`config.mk`:
```
export PLATFORM = sky130hd
export DESIGN_NAME = pt_walker
export DESIGN_NICKNAME = d
export VERILOG_FILES = /design/src/rtl/pt_walker.sv
export SDC_FILE = /design/constraint.sdc
export NUM_CORES = 1
export LEC_CHECK = 0
export ABC_AREA = 1
export BUFFER_PORTS_ARGS = -buffer_cell sky130_fd_sc_hd__buf_2
export CAP_MARGIN = 5
export CELL_PAD_IN_SITES_DETAIL_PLACEMENT = 1
export CELL_PAD_IN_SITES_GLOBAL_PLACEMENT = 1
export CORE_ASPECT_RATIO = 0.75
export CORE_MARGIN = 4
export CORE_UTILIZATION = 38
export CTS_CLUSTER_SIZE = 10
export DETAILED_ROUTE_END_ITERATION = 7
export PLACE_DENSITY_LB_ADDON = 0.08
export SETUP_SLACK_MARGIN = 0.02
export SYNTH_ARGS = -nofsm -noshare
export SYNTH_HDL_FRONTEND = slang
export SYNTH_SLANG_ARGS = --single-unit
```
`constraint.sdc`:
```
create_clock -name clk -period 2.53 [get_ports clk]
set_input_delay 0.3795 -clock clk [delete_from_list [all_inputs] [get_ports clk]]
set_output_delay 0.3795 -clock clk [all_outputs]
set_load 0.05 [all_outputs]
```
`src/rtl/pt_walker.sv`:
```
module pt_walker #(
  parameter int VA_W  = 32,
  parameter int PA_W  = 40,
  parameter int PTR_W = 27
) (
  input  logic              clk,
  input  logic              rst_n,
  input  logic              miss_valid,
  input  logic [VA_W-1:0]   miss_va,
  input  logic              miss_write,
  input  logic              miss_user,
  input  logic [PTR_W-1:0]  ptr_base,
  output logic              miss_ready,
  output logic              mem_req,
  output logic [PA_W-1:0]   mem_addr,
  input  logic              mem_rvalid,
  input  logic [31:0]       mem_rdata,
  output logic              done_valid,
  output logic [PA_W-13:0]  done_ppn,
  output logic              done_big,
  output logic [2:0]        done_rights,
  output logic              fault_valid,
  output logic [1:0]        fault_kind
);
  localparam int PPN_W = PA_W - 12;

  typedef enum logic [3:0] {
    IDLE, L1_REQ, L1_WAIT, L2_REQ, L2_WAIT0, L2_REQ1, L2_WAIT1, DONE, FAULT
  } st_t;

  st_t               st;
  logic [VA_W-1:12]  va_q;
  logic              wr_q, usr_q;
  logic [PTR_W-1:0]  base_q;
  logic [PPN_W-1:0]  tbl_q;
  logic [2:0]        rights_q;

  function automatic logic denied(input logic [2:0] r, input logic w, input logic u);
    return (w && !r[2]) || (u && !r[1]);
  endfunction

  always_ff @(posedge clk) begin
    if (!rst_n) begin
      st         <= IDLE;
      va_q       <= '0;
      wr_q       <= 1'b0;
      usr_q      <= 1'b0;
      base_q     <= '0;
      tbl_q      <= '0;
      rights_q   <= '0;
      done_ppn   <= '0;
      done_big   <= 1'b0;
      fault_kind <= 2'b00;
    end else begin
      case (st)
        IDLE: if (miss_valid) begin
          va_q   <= miss_va[VA_W-1:12];
          wr_q   <= miss_write;
          usr_q  <= miss_user;
          base_q <= ptr_base;
          st     <= L1_REQ;
        end
        L1_REQ: st <= L1_WAIT;
        L1_WAIT: if (mem_rvalid) begin
          if (!mem_rdata[31]) begin
            fault_kind <= 2'b01;
            st         <= FAULT;
          end else if (mem_rdata[30]) begin
            rights_q <= mem_rdata[29:27];
            done_ppn <= {mem_rdata[18:0], va_q[20:12]};
            done_big <= 1'b1;
            if (denied(mem_rdata[29:27], wr_q, usr_q)) begin
              fault_kind <= 2'b10;
              st         <= FAULT;
            end else begin
              st <= DONE;
            end
          end else begin
            tbl_q <= mem_rdata[PPN_W-1:0];
            st    <= L2_REQ;
          end
        end
        L2_REQ: st <= L2_WAIT0;
        L2_WAIT0: if (mem_rvalid) begin
          if (!mem_rdata[31]) begin
            fault_kind <= 2'b01;
            st         <= FAULT;
          end else begin
            rights_q <= mem_rdata[29:27];
            st       <= L2_REQ1;
          end
        end
        L2_REQ1: st <= L2_WAIT1;
        L2_WAIT1: if (mem_rvalid) begin
          done_ppn <= mem_rdata[PPN_W-1:0];
          done_big <= 1'b0;
          if (denied(rights_q, wr_q, usr_q)) begin
            fault_kind <= 2'b10;
            st         <= FAULT;
          end else begin
            st <= DONE;
          end
        end
        default: st <= IDLE;
      endcase
    end
  end

  assign miss_ready  = (st == IDLE);
  assign mem_req     = (st == L1_REQ) || (st == L2_REQ) || (st == L2_REQ1);
  assign done_valid  = (st == DONE);
  assign fault_valid = (st == FAULT);
  assign done_rights = rights_q;

  always_comb begin
    if (st == L1_REQ)
      mem_addr = {base_q, va_q[31:21], 2'b00};
    else
      mem_addr = {tbl_q, va_q[20:12], (st == L2_REQ1), 2'b00};
  end

  p_busy_r1: assert property (@(posedge clk) disable iff (!rst_n)
    mem_req |-> !miss_ready);

  p_first_read_r2: assert property (@(posedge clk) disable iff (!rst_n)
    $past(miss_valid && miss_ready) |->
      mem_req && mem_addr[PA_W-1:13] == $past(ptr_base) &&
      mem_addr[12:2] == $past(miss_va[31:21]));

  p_big_offset_r3: assert property (@(posedge clk) disable iff (!rst_n)
    (done_valid && done_big) |-> done_ppn[8:0] == va_q[20:12]);

  p_excl_r8: assert property (@(posedge clk) disable iff (!rst_n)
    !(done_valid && fault_valid));

  p_back_idle_r8: assert property (@(posedge clk) disable iff (!rst_n)
    (done_valid || fault_valid) |=> miss_ready);

  p_req_pulse_r9: assert property (@(posedge clk) disable iff (!rst_n)
    mem_req |=> !mem_req);
endmodule

```
Word level (Yosys, flattened, before mapping):

Cells that the tools add are included.

* add/sub/neg operators: 0
* multiply operators: 0
* div/mod/pow operators: 0
* magnitude comparators: 0
* equality and inequality tests: 19
* shift-type cells: 0
* multiplexer cells: 36
* bitwise logic cells: 1
* reductions and logical operators: 22

Operator list (number)
* 2-to-1 mux 28 bit: 4
* one-hot mux 28 bit (2 select lines): 1
* 2-to-1 mux 40 bit: 1
* 2-to-1 mux 4 bit: 9
* one-hot mux 4 bit (7 select lines): 1
* inequality test 2 bit (second input constant): 9
* equality test 4 x 3 -> 1 bit (second input constant): 4
* 2-to-1 mux 2 bit: 8
* 2-to-1 mux 3 bit: 5
* equality test 4 x 2 -> 1 bit (second input constant): 2
* AND reduction 4 bit: 2
* AND reduction 8 bit: 1
* inequality test 3 bit (second input constant): 2
* one-hot mux 2 bit (3 select lines): 1
* one-hot mux 3 bit (2 select lines): 1
* AND reduction 6 bit: 1
* AND reduction 5 bit: 1
* equality test 4 x 1 -> 1 bit (second input constant): 1
* equality test 4 bit (second input constant): 1
* logical AND 1 bit: 4
* zero test 1 bit: 4
* zero test 4 bit: 1
* logical OR 1 bit: 4
* 2-to-1 mux 1 bit: 4
* other kinds (5): 6

* flip-flop bits (word level): 115
* bits in latches: 0
* bits in writable memories: 0
* ROM bits: 0
* input port bits: 97
* output and inout bits: 78
* word-level logic and storage cells: 88
* memories kept: 0

Depth between registers and ports, before layout:

Gate-level depths: netlist (run 1).

* depth in word-level cells: 8
* gate-level depth with buffers: 9
* gate-level depth less buffers: 9

Least setup slack after synthesis (run 1):

Ideal clock, no wire load.

* path kind: reg-to-output
* start: register st[0]
* end: output mem_addr[10]
* data arrival time: 2061 ps
* data required time: 2151 ps
* slack: 90 ps
* stages on the path, launching flop included: 7
* path buffers: 2
* cell sequence: dfxtp_1 inv_1 nor2_1 nand2_1 buf_2 clkbuf_1 o21ai_0

* word-level cells in the longest chain between the ends: 2

Ends and longest elaborated chain
* start, declared: line 31 `st_t st;`
* start signal, assigned: line 44 `st <= IDLE;`
* start signal, assigned: line 61 `st <= L1_REQ;`
* start signal, assigned: line 63 `L1_REQ: st <= L1_WAIT;`
* equality test 4 x 1 -> 1 bit: line 116 `if (st == L1_REQ)`
* 2-to-1 mux 40 bit: line 116
* end, declared: line 15 `output logic [PA_W-1:0] mem_addr,`

Every way passes these cells.

Worst setup path after layout (run 1):

* start: register st[3]
* end: output mem_addr[14]

Same word-level chain as after synthesis.

==> results of run 1 <==
area by class of cell:
cell class	count	area share, %
clock inverters	10	1.62
clock buffers	22	6.99
repair buffers	171	14.9
inverters	84	4.75
flip-flops and latches	115	34.7
multi-input cells	467	33.9
well taps	171	3.22
layout by cell type (no fill, tap or decap), drive strengths merged, types with 3 or more instances in the layout:
cell,Yosys,routed
nor2,51,51
o21ai,163,163
clkinvlp,0,3
buf,30,167
nand3,19,19
inv,83,83
dfxtp,115,115
clkbuf,24,26
nand2,114,115
a21oi,112,112
clkinv,1,6
metrics by stage:
step | power (mW) | instances
floorplan | 4.15 | 719
global placement | 4.80 | 1005
detailed placement | 4.85 | 1005
CTS | 7.26 | 1038
global route | 7.65 | 1040
finish | 7.25 | 1040
power groups by stage:
stage | clock network [mW] | registers (mW) | logic [mW]
2_1_floorplan | 0 | 2.42 | 1.73
3_3_place_gp | 0 | 2.30 | 2.50
3_5_place_dp | 0 | 2.31 | 2.54
4_1_cts | 2.37 | 2.28 | 2.62
5_1_grt | 2.46 | 2.31 | 2.89
6_report | 2.33 | 2.27 | 2.64
path summary, 6_finish.rpt:
path / start / to / slack (ps) / depth (start not counted)
worst min-delay path: mem_rdata[28] / done_rights[1] / 220 / 3
worst min register to register: va_q[30] / va_q[30] / 450 / 2
worst max-delay path: st[3] / mem_addr[14] / 140 / 5
worst max register to register: st[2] / tbl_q[12] / 530 / 9
tightest hold or removal path: stages:
cell and delay, ps:
buf_2 90, nor2_1 40, nor2_1 80
flip-flops by register name, summed over array words and instances (netlist names):
signal       flops
done_ppn        28
tbl_q           28
done_rights      3
st               4
base_q          27
va_q            20
fault_kind       2
usr_q            1
done_big         1
wr_q             1
metal layers:
layer | global-route usage (%) | share of wire (%)
met4 | 6.03 | 0.62
met2 | 35.7 | 44
met3 | 5.26 | 6.0
met1 | 33.2 | 49
met5 | 0 | 0
timing repair:
action / 4_1_cts / 5_1_grt
pin swaps: 1 / 1
gates cloned: 1 / 0
buffers inserted: 0 / 2
endpoints found under the setup margin: 32 / 12
resized for setup: 5 / 18
cell families after synthesis:
logic type,count (synthesis),synth area share [%]
flip-flops,115,44.9
AO/OA/AOI/OAI,275,27.7
other,1,0.0732
buffers and inverters,138,11.9
AND/OR/NAND/NOR,189,15.4
==> run metrics, run 1 <==
number of synthesis warnings=0; Final Skew=5.01 ps; IO Pins=175; part of the power in registers=31.4%; crit path cell chain=nor2_2, nand2_4, buf_12, o21ai_0, buf_4; number of global-route vias before repair=5261; outcome=complete, no violations; Starting Density=39.1%; cell count after synthesis=718; Yosys top cell area share=44.9%; fin util=50.7%; largest net degree at the start of global routing=88; clk buf depth=2; Main synth FF type=dfxtp_1; WS Path Type=reg2out; worst hold path class=in2reg; commonest cells in the netlist=117 x o21ai_0, 115 x dfxtp_1, 111 x nand2_1; Final period util=94.6%; CP arrival=2010 ps; Post-synth EDFFs=0; synth top area cells=dfxtp_1 45%, o21ai_0 11%, a21oi_1 9.8%; 1st-iter DRT viols=297; worst-path fanout max=28; Setup crit start kind=flip-flop; fraction of registers with async set/reset=0%; Vert. Die Dim=109 um; number of remaining DRC errors=0; antenna violations before repair=0; DR vias/cell=5.08; worst slack, placed=289 ps; Area Growth Syn to Fin=29.5%; placed instance area=6000 sq um; total CTS buffers=17; Pre-antenna DRT Iters=5; relative max-transition margin=60.5%; number of max-cap violations=0; Die Span X=142 um; CP bufs+invs=2; Nets=953; Clk Latency, worst-skew pair=410 ps; syn_area_per_cell=7.14 sq um; Finished Cell Area=6640 sq um; die area=15400 sq um; cell area after synthesis=5130 sq um; CTS H-tree lvls=4; share of layout cells above drive strength 1=26.1%; LEAKAGE=3.07 nW; sequential cell area=2300 sq um; switch share=40.6%; CTS tree=yes; cell family with most CP delay=simple AND/OR/NAND/NOR gates; global route overflow=0; worst-margin pin slew=590 ps; first-pass GRT wire length=28.0 mm; required time worst endpoint=2150 ps; std cell rows=36; per-cell routed wire length=17.3 um; Netlist cell types=25; Detail Placement HPWL=12.8 mm; min cycle time layout=2390 ps; root buffer cell=clkbuf_16; max incr delay on CP=350 ps; # port buffers=160; Final Slew Violations=0; core area=13100 sq um; Seq cells post-synth=115; total number of vias=5278; VDD IR max=0.730 mV; # fillers=1716; multi-input logic area=2250 sq um; Yosys top cell by area=dfxtp_1; CP max-delay cell=dfxtp_1; most numerous cell in the Yosys netlist=o21ai_0; hold-fix buffers at CTS=0; antenna fix cells=0; DRT Wirelength=18.0 mm; clk slew on worst S/H paths=50 ps; register area share after synthesis=44.9%; Internal=4.31 mW; f_max=0.418 GHz; RePlAce Congestion=0.823; clock share of power=32.2%; Final Hold Viols=0; CTS sink count=115; Pwr Density=1090 nW/um^2; Switching Power=2.94 mW; fin worst setup slack=137 ps; gr usage total=23.3%; ANT nets after route=0; CP Capture Type=output port; final setup fails=0; setup TNS=0 ps; worst hold slack=219 ps; Logic pwr share=36.5%; RSZ-0062 raised after global routing=true
Power figures use the tool's default switching activity.
==> inputs of run 2 (changes only) <==
==> constraint.sdc (replaced) <==
create_clock -name clk -period 2.53 [get_ports clk]
set_input_delay 0.1265 -clock clk [delete_from_list [all_inputs] [get_ports clk]]
set_output_delay 0.1265 -clock clk [all_outputs]
set_load 0.05 [all_outputs]
==> run 2 against run 1 <==
Compared with the run above:
- sequential cell count is the same
- clock skew hardly changed
- routed wire length increased by 4.3%
- critical path depth did not move
- sequential power barely moved
- non-clock buffer count grew 50
- utilization increased by 3.6 points
- highest routed layer unchanged
- register-to-register slack got worse by 50 ps
- setup slack improved by 29 ps
- combinational power about the same
- hold slack got worse by 210 ps
- cell area rose by 7.1%
==> run metrics, run 2 (synthesis gave the netlist of run 1 again) <==
core area=13100 sq um (unchanged); share of layout cells above drive strength 1=24.7% (-1.4 points); Nets=1003 (+5.2%); CTS sink count=115 (unchanged); Switching Power=2.98 mW (+1.2%); clk slew on worst S/H paths=50 ps (about the same); commonest non-fill, non-tap cell in the layout=buf_2; relative max-transition margin=62.1% (+1.6 points); worst hold path class=in2reg; Logic pwr share=36.3% (-0.2 points); LEAKAGE=3.29 nW (+7.1%); worst-path fanout max=39 (+39%); CP arrival=2240 ps (+230 ps); required time worst endpoint=2400 ps (+250 ps); CP bufs+invs=2 (unchanged); biggest regs=done_ppn: 28 flops, tbl_q: 28 flops, base_q: 27 flops; gr usage total=24.2% (+0.95 points); Internal=4.35 mW (+0.93%); Pre-antenna DRT Iters=5 (unchanged); # port buffers=160 (unchanged); CP max-delay cell=nor2_1; DRT Wirelength=18.7 mm (+4.3%); CTS tree=yes; final setup fails=0 (unchanged); sequential cell area=2300 sq um (unchanged); VDD IR max=0.662 mV (-9.4%); Pwr Density=1030 nW/um^2 (-5.6%); RePlAce Congestion=0.859 (+4.4%); fin util=54.2% (+3.6 points); per-cell routed wire length=17.2 um (-0.48%); multi-input logic area=2240 sq um (-0.33%); IO Pins=175 (unchanged); number of max-cap violations=0 (unchanged); Area Growth Syn to Fin=38.7%; outcome=complete, no violations; Setup crit start kind=flip-flop; switch share=40.7% (+0.071 points); clock share of power=32.7% (+0.5 points); Final Hold Viols=0 (unchanged); Final Slew Violations=0 (unchanged); antenna violations before repair=0 (unchanged); Starting Density=39.1% (unchanged); largest net degree at the start of global routing=71 (-19%); number of remaining DRC errors=0 (unchanged); die area=15400 sq um (unchanged); Vert. Die Dim=109 um (unchanged); DR vias/cell=5.03 (-0.85%); RSZ-0062 raised after global routing=false; crit path cell chain=nor2_1, nand2_4, buf_12, o21ai_0, buf_2; CTS H-tree lvls=4 (unchanged); 1st-iter DRT viols=302 (+1.7%); cell family with most CP delay=simple AND/OR/NAND/NOR gates; std cell rows=36 (unchanged); total CTS buffers=17 (unchanged); min cycle time layout=2360 ps (-28.9 ps); part of the power in registers=31.1% (-0.3 points); clk buf depth=2 (unchanged); worst-margin pin slew=565 ps (-24.3 ps); max incr delay on CP=380 ps (+30 ps); total number of vias=5485 (+3.9%); first-pass GRT wire length=28.8 mm (+3.1%); number of global-route vias before repair=5385 (+2.4%); Detail Placement HPWL=12.8 mm (+0.70%); antenna fix cells=0 (unchanged); global route overflow=0 (unchanged); Final Skew=5.31 ps (+0.300 ps); most frequent cells in the layout=160 x buf_2, 117 x o21ai_0, 115 x dfxtp_1; CP Capture Type=output port; setup TNS=0 ps (unchanged); root buffer cell=clkbuf_16; # fillers=1723 (+0.41%); ANT nets after route=0 (unchanged); Clk Latency, worst-skew pair=420 ps (about the same); Die Span X=142 um (unchanged); f_max=0.423 GHz (+1.2%); Final period util=93.4% (-1.1 points); WS Path Type=reg2out
## run 2: changes by cell type in the layout (fill, tap and decap cells not counted)
| cell | before | now |
|---|---|---|
| clkinvlp_4 | 3 | 2 |
| buf_2 | 148 | 160 |
| clkbuf_1 | 3 | 1 |
| nor2_1 | 45 | 46 |
| buf_4 | 13 | 5 |
| buf_12 | 6 | 5 |
| clkbuf_8 | 2 | 4 |
| dlygate4sd3_1 | 0 | 51 |
| nor2_4 | 3 | 2 |
| clkbuf_4 | 4 | 0 |
| clkinv_2 | 5 | 6 |
## run 2: worst paths after layout
| path | startpoint | to | slack (ps) | cells after the start |
|---|---|---|---|---|
| hold / removal | ptr_base[4] | base_q[4] | 10 | 3 |
| setup / recovery | st[3] | mem_addr[35] | 170 | 5 |
| hold reg to reg | base_q[10] | base_q[10] | 450 | 2 |
| setup reg to reg | st[2] | tbl_q[11] | 480 | 9 |
## run 2: stage by stage
stage	std cells	total power [mW]	cell area (sq um)	worst slack (ps)	hold WS, ps
4_1_cts	1089	7.32	7100	102	0.199
2_1_floorplan	719	4.15	5130	343	261
3_5_place_dp	1006	4.85	6000	423	374
3_3_place_gp	1006	4.78	6000	419	367
6_report	1090	7.32	7110	166	12.0
5_1_grt	1090	7.71	7110	35.3	18.8
## run 2: per-layer routing
| layer | part of all wire, % | up-vias | GRT usage, % | wire length [um] |
|---|---|---|---|---|
| li1 | - | 2724 | - | - |
| met1 | 48 | 2589 | 34.1 | 8980 |
| met4 | 0.97 | 0 | 6.85 | 182 |
| met3 | 6.1 | 15 | 5.53 | 1140 |
| met5 | 0 | - | 0 | 0 |
| met2 | 45 | 157 | 37.4 | 8440 |
## run 2: worst register-to-register path, stage by stage (launching register included)
cell	delay (ps)
dfxtp_1	320
buf_4	160
inv_2	110
nand2_4	80
nor2_4	160
nand2_4	270
nor3_4	250
buf_12	280
o21ai_0	170
a21oi_1	180
## run 2: power groups by stage
stage	Clock [mW]	Sequential, mW	Combinational, mW
global placement	0	2.30	2.48
floorplan	0	2.42	1.73
CTS	2.43	2.27	2.62
global route	2.52	2.31	2.88
finish	2.39	2.28	2.66
detailed placement	0	2.31	2.53
## run 2: final cells by class
cell class	instances	share of cell area, %
flip-flops and latches	115	32.4
multi-input cells	467	31.5
clock buffers	22	6.81
well taps	171	3.01
clock inverters	10	1.48
repair buffers	221	20.4
inverters	84	4.43
## run 2: what timing repair did
action	4_1_cts	5_1_grt
hold buffers	51	0
hold endpoints to repair	52	0
endpoints found under the setup margin	8	3
resized for setup	1	1
setup buffers	0	0
pin swaps	0	1
gates cloned	0	1
==> inputs of run 3 (changes only) <==
ABC_AREA = unset   (was 1)
CORE_UTILIZATION = 41   (was 38)
==> run 3 against run 2 <==
Compared with the run above:
- register-to-register slack worse by 140 ps
- sequential cell count unchanged
- die area down 3.5%
- hold slack better by 6.1 ps
- clock skew up 5.7 ps
- synthesized cell count down 23%
- clock-buffer cell count down 1
- first-iteration DRC count down 42%
- critical endpoint is now mem_addr[15]
==> run metrics, run 3 <==
RSZ-0062 raised after global routing=false; Area Growth Syn to Fin=38.2%; number of synthesis warnings=0 (unchanged); root buffer cell=clkbuf_16; Netlist cell types=39 (+56%); total CTS buffers=17 (unchanged); CP arrival=2260 ps (+20 ps); std cell rows=35 (-2.8%); Final Skew=11.0 ps (+5.71 ps); Final period util=94.2% (+0.74 points); global route overflow=0 (unchanged); per-cell routed wire length=18.4 um (+7.3%); Pre-antenna DRT Iters=4 (-1); commonest cells in the netlist=134 x nand2_1, 115 x dfxtp_1, 59 x mux2i_1; ANT nets after route=0 (unchanged); cell count after synthesis=555 (-23%); placed instance area=6200 sq um (+3.4%); worst hold slack=18.1 ps (+6.08 ps); worst hold path class=in2reg; setup TNS=0 ps (unchanged); DRT Wirelength=17.1 mm (-8.6%); # port buffers=160 (unchanged); biggest regs=done_ppn: 28 flops, tbl_q: 28 flops, base_q: 27 flops; VDD IR max=0.473 mV (-29%); Finished Cell Area=7360 sq um (+3.4%); CTS tree=yes; Starting Density=42.6% (+3.5 points); max incr delay on CP=470 ps (+90 ps); DR vias/cell=5.11 (+1.5%); Cells after DPL=844 (-16%); worst-margin pin slew=800 ps (+235 ps); CP max-delay cell=dfxtp_2; RePlAce Congestion=0.778 (-9.5%); register area share after synthesis=43.3% (-1.6 points); share of layout cells above drive strength 1=32.4% (+7.7 points); final setup fails=0 (unchanged); Yosys top cell area share=43.3% (-1.6 points); syn_area_per_cell=9.59 sq um (+34%); WS Path Type=reg2out; outcome=complete, no violations; clk buf depth=2 (unchanged); antenna fix cells=0 (unchanged); IO Pins=175 (unchanged); Detail Placement HPWL=11.3 mm (-12%); Post-synth EDFFs=0 (unchanged); fin util=58.9% (+4.7 points); number of max-cap violations=0 (unchanged); CTS H-tree lvls=4 (unchanged); number of global-route vias before repair=5101 (-5.3%); Final Slew Violations=0 (unchanged); gr usage total=23.1% (-1.2 points); core area=12500 sq um (-4.8%); Final Hold Viols=0 (unchanged); CTS sink count=115 (unchanged); die area=14900 sq um (-3.5%); number of remaining DRC errors=0 (unchanged); Setup crit start kind=flip-flop; fraction of registers with async set/reset=0% (unchanged); first-pass GRT wire length=27.2 mm (-5.7%); LEAKAGE=3.67 nW (+12%); Die Span X=140 um (-1.8%); 1st-iter DRT viols=174 (-42%); cell area after synthesis=5320 sq um (+3.8%); f_max=0.420 GHz (-0.79%); synth top area cells=dfxtp_1 43%, mux2i_1 11%, nand2_1 9.5%; Yosys top cell by area=dfxtp_1; clk slew on worst S/H paths=50 ps (about the same); Clk Latency, worst-skew pair=410 ps (about the same); total number of vias=4738 (-14%); required time worst endpoint=2400 ps (about the same); Vert. Die Dim=107 um (-1.8%); commonest non-fill, non-tap cell in the layout=buf_2; Seq cells post-synth=115 (unchanged); FF-to-FF setup slack=340 ps (-140 ps); worst-path fanout max=26 (-33%); post-route non-filler standard cell count=928 (-15%); Pwr Density=934 nW/um^2 (-9.3%); Main synth FF type=dfxtp_1; most numerous cell in the Yosys netlist=nand2_1; CP Capture Type=output port; min cycle time layout=2380 ps (+18.8 ps); relative max-transition margin=46.7% (-15 points); Nets=848 (-15%); largest net degree at the start of global routing=89 (+25%); crit path cell chain=nand2_1, nor3_4, buf_4, mux2_2, buf_2; most frequent cells in the layout=159 x buf_2, 133 x nand2_1, 114 x dfxtp_1; antenna violations before repair=0 (unchanged)
-- run 3: critical path: cells and delay by family, from the launching register on --
family / cells / cell delay [ps]
buf+inv: 2 / 600
mux: 1 / 390
flops: 1 / 470
simple gates: 2 / 390
-- run 3: cells by family (layout without fill, tap and decap cells) --
kind of cell           after synthesis  after routing  share of synthesized area, %
AND/OR/NAND/NOR                    196            196                          17.4
flip-flops                         115            115                          43.3
AO/OA/AOI/OAI                       98             98                          15.0
multiplexers                        96             96                          18.9
buffers and inverters               49            255                          5.24
other                                1              2                        0.0705
-- run 3: cell type report --
cell class / instances / area (sq um)
fill: 1432 / 5120
clock buffer: 21 / 480
inverter: 3 / 11.3
tap: 166 / 208
timing repair buffer: 222 / 1450
clock inverter: 9 / 129
sequential: 115 / 2300
multi-input combinational: 392 / 2770
-- run 3: what timing repair did --
action | CTS | global route
setup endpoints to repair | 26 | 3
gates resized for setup | 1 | 1
setup buffers | 0 | 0
endpoints found under the hold margin | 54 | 0
hold buffers | 54 | 0
-- run 3: power breakdown --
part	switching (mW)	total, mW	internal (mW)
Clock	0.824	2.46	1.64
Combinational	1.47	2.19	0.724
Sequential	0.179	2.22	2.04
-- run 3: path summary, 6_finish.rpt --
check	startpoint	cells past startpoint	end
worst max-delay path	st[0]	5	mem_addr[15]
worst min-delay path	mem_rdata[22]	3	tbl_q[22]
worst max register to register	st[2]	5	done_ppn[15]
worst min register to register	base_q[5]	2	base_q[5]
-- run 3: per-layer routing --
metal | track usage (%) | vias up | share of wire, %
met5 | 0 | - | 0
met4 | 7.40 | 0 | 1.8
met3 | 6.69 | 27 | 6.8
met2 | 37.9 | 131 | 47
met1 | 29.4 | 2288 | 44
li1 | - | 2292 | -
-- run 3: per-stage QoR --
step,setup slack [ps],total power [mW]
after CTS,122,6.92
after floorplan,336,3.83
after detailed placement,311,4.38
after global routing,27.6,7.21
after global placement,423,4.32
final,147,6.87
